## src/rtl/tone_mix_pkg.sv

```systemverilog
package tone_mix_pkg;
    localparam int NUM_CH   = 3;
    localparam int PER_W    = 12;
    localparam int LVL_W    = 4;
    localparam int REG_W    = 8;
    localparam int PRE_DIV  = 16;

    typedef logic [PER_W-1:0] period_t;
    typedef logic [LVL_W-1:0] level_t;
    typedef logic [REG_W-1:0] reg_t;

    typedef struct packed {
        period_t cnt;
        logic    tone;
    } chan_state_t;

    typedef struct packed {
        level_t [NUM_CH-1:0] lvl;
    } out_state_t;
endpackage

```

## src/rtl/tone_prescaler.sv

```systemverilog
module tone_prescaler #(
    parameter int DIV = tone_mix_pkg::PRE_DIV
) (
    input  logic clk,
    input  logic rst_n,
    output logic tick
);
    localparam int CW = (DIV > 1) ? $clog2(DIV) : 1;
    localparam logic [CW-1:0] LAST = CW'(DIV - 1);

    logic [CW-1:0] cnt_d, cnt_q;

    always_comb begin
        if (cnt_q == LAST) begin
            cnt_d = '0;
        end else begin
            cnt_d = cnt_q + 1'b1;
        end
    end

    always_ff @(posedge clk) begin
        if (!rst_n) begin
            cnt_q <= '0;
        end else begin
            cnt_q <= cnt_d;
        end
    end

    assign tick = (cnt_q == LAST);
endmodule

```

## src/rtl/tone_channel.sv

```systemverilog
module tone_channel
    import tone_mix_pkg::*;
#(
    parameter int P_W = PER_W,
    parameter int R_W = REG_W
) (
    input  logic           clk,
    input  logic           rst_n,
    input  logic           tick,
    input  logic [R_W-1:0] coarse,
    input  logic [R_W-1:0] fine,
    output logic           tone
);
    localparam int HI_W = P_W - R_W;

    typedef struct packed {
        logic [P_W-1:0] cnt;
        logic           tone;
    } st_t;

    st_t st_d, st_q;
    logic [P_W-1:0] period;
    logic [P_W-1:0] period_eff;
    logic [P_W:0]   cnt_next;

    assign period     = {coarse[HI_W-1:0], fine};
    assign period_eff = (period == '0) ? P_W'(1) : period;
    assign cnt_next   = {1'b0, st_q.cnt} + 1'b1;

    always_comb begin
        st_d = st_q;
        if (tick) begin
            if (cnt_next >= {1'b0, period_eff}) begin
                st_d.cnt  = '0;
                st_d.tone = ~st_q.tone;
            end else begin
                st_d.cnt  = cnt_next[P_W-1:0];
            end
        end
    end

    always_ff @(posedge clk) begin
        if (!rst_n) begin
            st_q <= '0;
        end else begin
            st_q <= st_d;
        end
    end

    assign tone = st_q.tone;
endmodule

```

## src/rtl/chan_mixer.sv

```systemverilog
module chan_mixer #(
    parameter int L_W = tone_mix_pkg::LVL_W,
    parameter int R_W = tone_mix_pkg::REG_W
) (
    input  logic           tone,
    input  logic           noise,
    input  logic           tone_off,
    input  logic           noise_off,
    input  logic [R_W-1:0] amp,
    input  logic [L_W-1:0] env,
    output logic [L_W-1:0] level
);
    localparam int MODE_BIT = L_W;

    logic gate;

    always_comb begin
        gate = (tone | tone_off) & (noise | noise_off);
        if (!gate) begin
            level = '0;
        end else if (amp[MODE_BIT]) begin
            level = env;
        end else begin
            level = amp[L_W-1:0];
        end
    end
endmodule

```

## src/rtl/tri_tone_mixer.sv

```systemverilog
module tri_tone_mixer
    import tone_mix_pkg::*;
(
    input  logic       clk,
    input  logic       rst_n,
    input  logic [7:0] fine_a,
    input  logic [7:0] coarse_a,
    input  logic [7:0] fine_b,
    input  logic [7:0] coarse_b,
    input  logic [7:0] fine_c,
    input  logic [7:0] coarse_c,
    input  logic [7:0] mix_ctrl,
    input  logic [7:0] amp_a,
    input  logic [7:0] amp_b,
    input  logic [7:0] amp_c,
    input  logic       noise_bit,
    input  logic [3:0] env_level,
    output logic [3:0] level_a,
    output logic [3:0] level_b,
    output logic [3:0] level_c
);
    localparam int NOISE_OFS = NUM_CH;

    logic                tick;
    logic [NUM_CH-1:0]   tone_vec;
    reg_t [NUM_CH-1:0]   coarse_arr;
    reg_t [NUM_CH-1:0]   fine_arr;
    reg_t [NUM_CH-1:0]   amp_arr;
    level_t [NUM_CH-1:0] mix_lvl;
    out_state_t          out_d, out_q;

    assign coarse_arr = {coarse_c, coarse_b, coarse_a};
    assign fine_arr   = {fine_c, fine_b, fine_a};
    assign amp_arr    = {amp_c, amp_b, amp_a};

    tone_prescaler #(.DIV(PRE_DIV)) u_pre (
        .clk   (clk),
        .rst_n (rst_n),
        .tick  (tick)
    );

    for (genvar ch = 0; ch < NUM_CH; ch++) begin : g_ch
        tone_channel #(.P_W(PER_W), .R_W(REG_W)) u_tone (
            .clk    (clk),
            .rst_n  (rst_n),
            .tick   (tick),
            .coarse (coarse_arr[ch]),
            .fine   (fine_arr[ch]),
            .tone   (tone_vec[ch])
        );

        chan_mixer #(.L_W(LVL_W), .R_W(REG_W)) u_mix (
            .tone      (tone_vec[ch]),
            .noise     (noise_bit),
            .tone_off  (mix_ctrl[ch]),
            .noise_off (mix_ctrl[NOISE_OFS + ch]),
            .amp       (amp_arr[ch]),
            .env       (env_level),
            .level     (mix_lvl[ch])
        );
    end

    always_comb begin
        out_d     = out_q;
        out_d.lvl = mix_lvl;
    end

    always_ff @(posedge clk) begin
        if (!rst_n) begin
            out_q <= '0;
        end else begin
            out_q <= out_d;
        end
    end

    assign level_a = out_q.lvl[0];
    assign level_b = out_q.lvl[1];
    assign level_c = out_q.lvl[2];
endmodule

```

## config.mk

```make
export PLATFORM = sky130hd
export DESIGN_NAME = tri_tone_mixer
export DESIGN_NICKNAME = d
export VERILOG_FILES = /design/src/rtl/tone_mix_pkg.sv /design/src/rtl/tone_prescaler.sv /design/src/rtl/tone_channel.sv /design/src/rtl/chan_mixer.sv /design/src/rtl/tri_tone_mixer.sv
export SDC_FILE = /design/constraint.sdc
export NUM_CORES = 1
export LEC_CHECK = 0
export BUFFER_PORTS_ARGS = -buffer_cell sky130_fd_sc_hd__buf_4
export CORE_ASPECT_RATIO = 0.9
export CORE_MARGIN = 3
export CORE_UTILIZATION = 30
export DETAILED_ROUTE_END_ITERATION = 10
export SYNTH_ARGS = -nofsm -noshare
export SYNTH_HDL_FRONTEND = slang
export SYNTH_SLANG_ARGS = --single-unit
```

## constraint.sdc

```tcl
create_clock -name clk -period 4.25 [get_ports clk]
set_input_delay 0.2125 -clock clk [delete_from_list [all_inputs] [get_ports clk]]
set_output_delay 0.2125 -clock clk [all_outputs]
set_load 0.01 [all_outputs]
```

=== Word level (Yosys, flattened, before mapping) ===
Index checks and enable logic that the tools add are counted.

* Add/subtract/negate cells: 4
* Magnitude comparators: 3
* Eq/ne operators: 1
* Muxes and demuxes: 9
* Bitwise logic cells: 13
* Reductions and logical operators: 10

{| class="wikitable"
|+ Operator list
! kind !! count
|-
| 12-bit 2-to-1 mux || 6
|-
| 12-bit by 1-bit adder with 13-bit output (second input constant) || 3
|-
| 13-bit by 12-bit >= comparator with 1-bit output || 3
|-
| 12-bit zero test || 3
|-
| 4-bit 2-to-1 mux || 3
|-
| 2-bit AND reduction || 6
|-
| 1-bit OR || 6
|-
| 4-bit by 1-bit adder with 4-bit output (second input constant) || 1
|-
| 4-bit == test (second input constant) || 1
|-
| 1-bit inverter || 4
|-
| 1-bit AND || 3
|-
| 2-bit OR reduction || 1
|}

* Register bits: 55
* Input bits: 87
* Output and inout port bits: 12
* Logic and storage cells: 50

=== Depth between registers and ports, before layout ===
* Word-level depth: 4
* Depth in mapped cells: 14
* Gate-level depth less buffers: 12

=== Cells and area by module ===
Synthesis repeated with hierarchy kept, for this count alone.

* Cells, all modules: 458
* Area total of the unflattened synthesis: 3,906.2 um^2

{| class="wikitable"
|+ Modules (own cells, without submodules)
! module !! instances !! cells an instance !! area an instance (um^2) !! seq. area each (um^2)
|-
| tone_channel || 3 || 129 || 1,067.3 || 260.2
|-
| tri_tone_mixer || 1 || 25 || 336.6 || 240.2
|-
| chan_mixer || 3 || 10 || 66.3 || 0.0
|-
| tone_prescaler || 1 || 16 || 168.9 || 80.1
|}

=== Worst setup path before layout ===
No wires, ideal clock.

* Path type: reg2reg
* Start point: reg g_ch[0].u_tone.st_q[1] (netlist name)
* End point: reg g_ch[0].u_tone.st_q[7] (netlist name)
* Library setup time: 0.074 ns
* Arrival: 2.863 ns
* Required time: 4.176 ns
* Path slack: 1.313 ns
* Cell stages (with the launch flop): 14
* Path buffers: 1
* Period minus slack after synthesis: 2.937 ns
* Cells stage by stage: dfxtp_1 > ha_1 > and4_4 > nand4_1 > and2_1 > or2_2 > ha_1 > nand4_1 > nor3_1 > o21ba_2 > nor4_4 > buf_6 > nand2_1 > a31oi_1

* Cells in the longest elaborated chain, start to end: 3

{| class="wikitable"
|+ RTL lines
! item !! line !! text
|-
| start: declaration || tone_channel.sv:21 || <nowiki>st_t st_d, st_q;</nowiki>
|-
| start signal: assignment || tone_channel.sv:46 || <nowiki>st_q <= st_d;</nowiki>
|-
| 12-bit by 1-bit adder with 13-bit output * || tone_channel.sv:28 || <nowiki>assign cnt_next = {1'b0, st_q.cnt} + 1'b1;</nowiki>
|-
| 13-bit by 12-bit >= comparator with 1-bit output || tone_channel.sv:33 || <nowiki>if (cnt_next >= {1'b0, period_eff}) begin</nowiki>
|-
| 12-bit 2-to-1 mux * || tone_channel.sv:33 ||
|}

Every way passes the cells marked *; elsewhere a longest branch is shown, timed or not.
A chain may end at the register's enable or synchronous reset.

=== Worst setup path in the final report ===
* Start point: reg g_ch[0].u_tone.st_q[1] (netlist name)
* End point: reg g_ch[0].u_tone.st_q[6] (netlist name)

The elaborated chain is that of the path after synthesis.

==> run metrics <==
status finished clean; critical-path cell list ha_1 -> and4_4 -> nand4_1 -> and2_1 -> or2_2 -> ha_1 -> nand4_1 -> nor3_1 -> o21ba_2 -> nor4_4 -> o21ai_0 -> a31oi_1; Post-route DRC 0; post_cts resized 0; syn_nets 541; Arrival @ worst endpoint 3.79 ns; DRT antenna net count 0; Final Cycle Share 84.18%; Yosys reg bits 55; cell family with most CP delay simple AND/OR/NAND/NOR gates; Max Cap Viol 0; Hold EP level_b[2]; Worst Tran Pin Value 1.217 ns; CP Capture Type flop; reg2reg setup slack 0.67 ns; register area share after synthesis 30.66%; vias per inst 4.931; Final nets 610; max_slew headroom 18.90%; Power per Cell Area 241.1 nW/µm²; R2R cell count 12; die height 109.8 µm; core area 11570 µm²; diode count 0; Max IR drop VDD 0.0001764 V; Fill cells 1198; drt initial violations 128; fmax 279.5 MHz; layout cells sized above 1 21.07%; CTS Hold Bufs 0; post-place setup slack 0.7137 ns; final WL 8.288 mm; # setup viols final 0; met2 routed WL 3.784 mm; Hold Path Depth 3; Avg Inst Size Synth 8.674 µm²; Final Worst Setup Slack 0.6723 ns; Area contributors post-synth dfxtp_1 (31%), ha_1 (14%), a32o_1 (4.7%); setup bufs post-CTS 0; final hold violations 0; Top Layer Used met3; leakage power 2.118 nW; Yosys cell types 52; fraction of registers with async set/reset 0%; minimum clock period 3.578 ns; RSZ-0062 raised after global routing false; CP bufs+invs 0; Layout Skew 0.005675 ns; Max FO, Critical Path 16; IO Pins 99; slowest CP cell nor4_4; Required @ worst endpoint 4.46 ns; total grt overflow 0; # rows 37; Mapped Area 3591 µm²; CTS tree yes; Syn Inst Count 414; post-detail-place hpwl 6.651 mm; Top FF cell, synth dfxtp_1; die area 13320 µm²; nature of the critical path startpoint flop; largest area contributor in the netlist dfxtp_1; critical path type flop to flop; FF-to-FF End g_ch[0].u_tone.st_q[6]; Hold Crit Start amp_b[2]; Ys Warns 0; H-tree Lvls 2; Area Overhead vs Synth 23.55%; CTS root buf clkbuf_16; antenna violations before repair 0; CTS Buf Count 5; DR pass1 iterations 5; Worst-Skew Late Latency 0.29 ns; Yosys top cell area share 30.66%; All-Layer GR Usage 12.75%; first-pass GRT wire length 14.03 mm; Worst R2R Start g_ch[0].u_tone.st_q[1]; CTS clk-pin slew, worst paths 0.08 ns; top cells by count, synth dfxtp_1 (55), ha_1 (40), inv_1 (35); drt wl/cell 12.95 µm; Setup TNS 0 ns; Starting Density 31.03%; CP max stage delay 0.65 ns; count leader, synth dfxtp_1; # port buffers 75; Met1 Wirelength 4.013 mm; Post-synth EDFFs 0; Die W 121.3 µm; via count 3156; largest net degree at the start of global routing 31; CTS max path bufs 2; GPL Wtd Cong 0.8269; Hold Crit Class input pin to flop; routed wl met3 490 µm; Sink Count 55; Max Slew Vio Count 0; vias in the first global route 3010
-- power breakdown --
part / total, W / switching [W] / internal [W] / leakage (nW)
logic: 0.000124 / 0.0000551 / 0.0000690 / 1.61
registers: 0.000528 / 0.00000495 / 0.000523 / 0.445
clock network: 0.000418 / 0.000197 / 0.000221 / 0.0664
-- flip-flops by register name, indices dropped and copies added, names as in the netlist --
name / cells
g_ch.u_tone.tone: 3
level_a: 4
u_pre.cnt_q: 4
g_ch.u_tone.st_q: 36
level_b: 4
level_c: 4
-- logic make-up (layout without fill, tap and decap cells) --
| family | after synthesis | count (layout) | synth area share [%] |
|---|---|---|---|
| and+or+nand+nor | 143 | 143 | 21.32 |
| DFF | 55 | 55 | 30.66 |
| adders and majority gates | 40 | 40 | 13.94 |
| muxes | 15 | 15 | 4.216 |
| buffers and inverters | 50 | 120 | 5.784 |
| xor gates and xnor gates | 29 | 29 | 7.073 |
| AOI/OAI and AO/OA | 82 | 82 | 17.00 |
-- placed cells by master (no fill, tap or decap), types with 2 or more instances in the layout --
| cell | n |
|---|---|
| xnor2_1 | 16 |
| clkinvlp_4 | 2 |
| nand2b_1 | 4 |
| a21boi_0 | 3 |
| a21o_1 | 7 |
| dfxtp_1 | 55 |
| or2_2 | 3 |
| ha_1 | 40 |
| a32o_1 | 17 |
| xor2_1 | 13 |
| buf_4 | 77 |
| o221ai_1 | 3 |
| mux2i_1 | 14 |
| and3_1 | 8 |
| o211ai_1 | 2 |
| a31oi_1 | 6 |
| nor4_1 | 7 |
| nand2_1 | 29 |
| nor3_1 | 9 |
| nor3b_1 | 2 |
| inv_1 | 35 |
| nand4_1 | 6 |
| nand3_1 | 25 |
| a31o_2 | 3 |
| nor2b_1 | 3 |
| and2_1 | 5 |
| o21ai_0 | 14 |
| and4_1 | 3 |
| clkbuf_16 | 5 |
| or3_1 | 2 |
| and4_4 | 2 |
| nor2_1 | 28 |
| a21oi_1 | 11 |
| a22o_1 | 7 |
-- worst max-delay path by stage --
stage | cells after the start | slack, ns | start | endpoint
2_1_floorplan | 13 | 1.31 | g_ch[0].u_tone.st_q[1] | g_ch[0].u_tone.st_q[7]
3_3_place_gp | 12 | 0.77 | g_ch[0].u_tone.st_q[1] | g_ch[0].u_tone.st_q[6]
3_5_place_dp | 12 | 0.71 | g_ch[0].u_tone.st_q[1] | g_ch[0].u_tone.st_q[6]
4_1_cts | 12 | 0.66 | g_ch[0].u_tone.st_q[1] | g_ch[0].u_tone.st_q[6]
5_1_grt | 12 | 0.35 | g_ch[0].u_tone.st_q[1] | g_ch[0].u_tone.st_q[6]
6_report | 12 | 0.67 | g_ch[0].u_tone.st_q[1] | g_ch[0].u_tone.st_q[6]
-- per-stage QoR --
| stage | hold WS [ns] | util [%] | cell area [µm²] | cells | total power (W) |
|---|---|---|---|---|---|
| 6_report | 0.1491 | 38.34 | 4437 | 640 | 0.001070 |
| 5_1_grt | 0.1636 | 38.34 | 4437 | 640 | 0.001120 |
| 4_1_cts | 0.1475 | 38.34 | 4437 | 640 | 0.001087 |
| 3_5_place_dp | 0.4440 | 37.05 | 4288 | 632 | 0.0006651 |
| 3_3_place_gp | 0.4312 | 37.05 | 4288 | 632 | 0.0006602 |
| 2_1_floorplan | 0.3564 | - | 3591 | 414 | 0.0005958 |
-- worst register-to-register path: stages, from the launching register on --
cell,delay [ns]
dfxtp_1,0.43
ha_1,0.28
and4_4,0.26
nand4_1,0.20
and2_1,0.23
or2_2,0.29
ha_1,0.31
nand4_1,0.11
nor3_1,0.07
o21ba_2,0.24
nor4_4,0.65
o21ai_0,0.22
a31oi_1,0.22
-- layer usage --
metal  GRT usage (%)  up-vias
met5               0        -
met4           2.160        0
met3           2.984        0
met2           20.83       78
li1                -     1638
met1           17.45     1440
-- area by class of cell --
class,count,area [µm²],area share [%]
Clock inverter,3,23.77,0.5358
Inverter,35,131.4,2.961
Clock buffer,5,125.1,2.820
Timing Repair Buffer,77,578.1,13.03
Multi-Input combinational cell,309,2282,51.44
Tap cell,156,195.2,4.399
Sequential cell,55,1101,24.82
(Power assumes the default switching activity.)
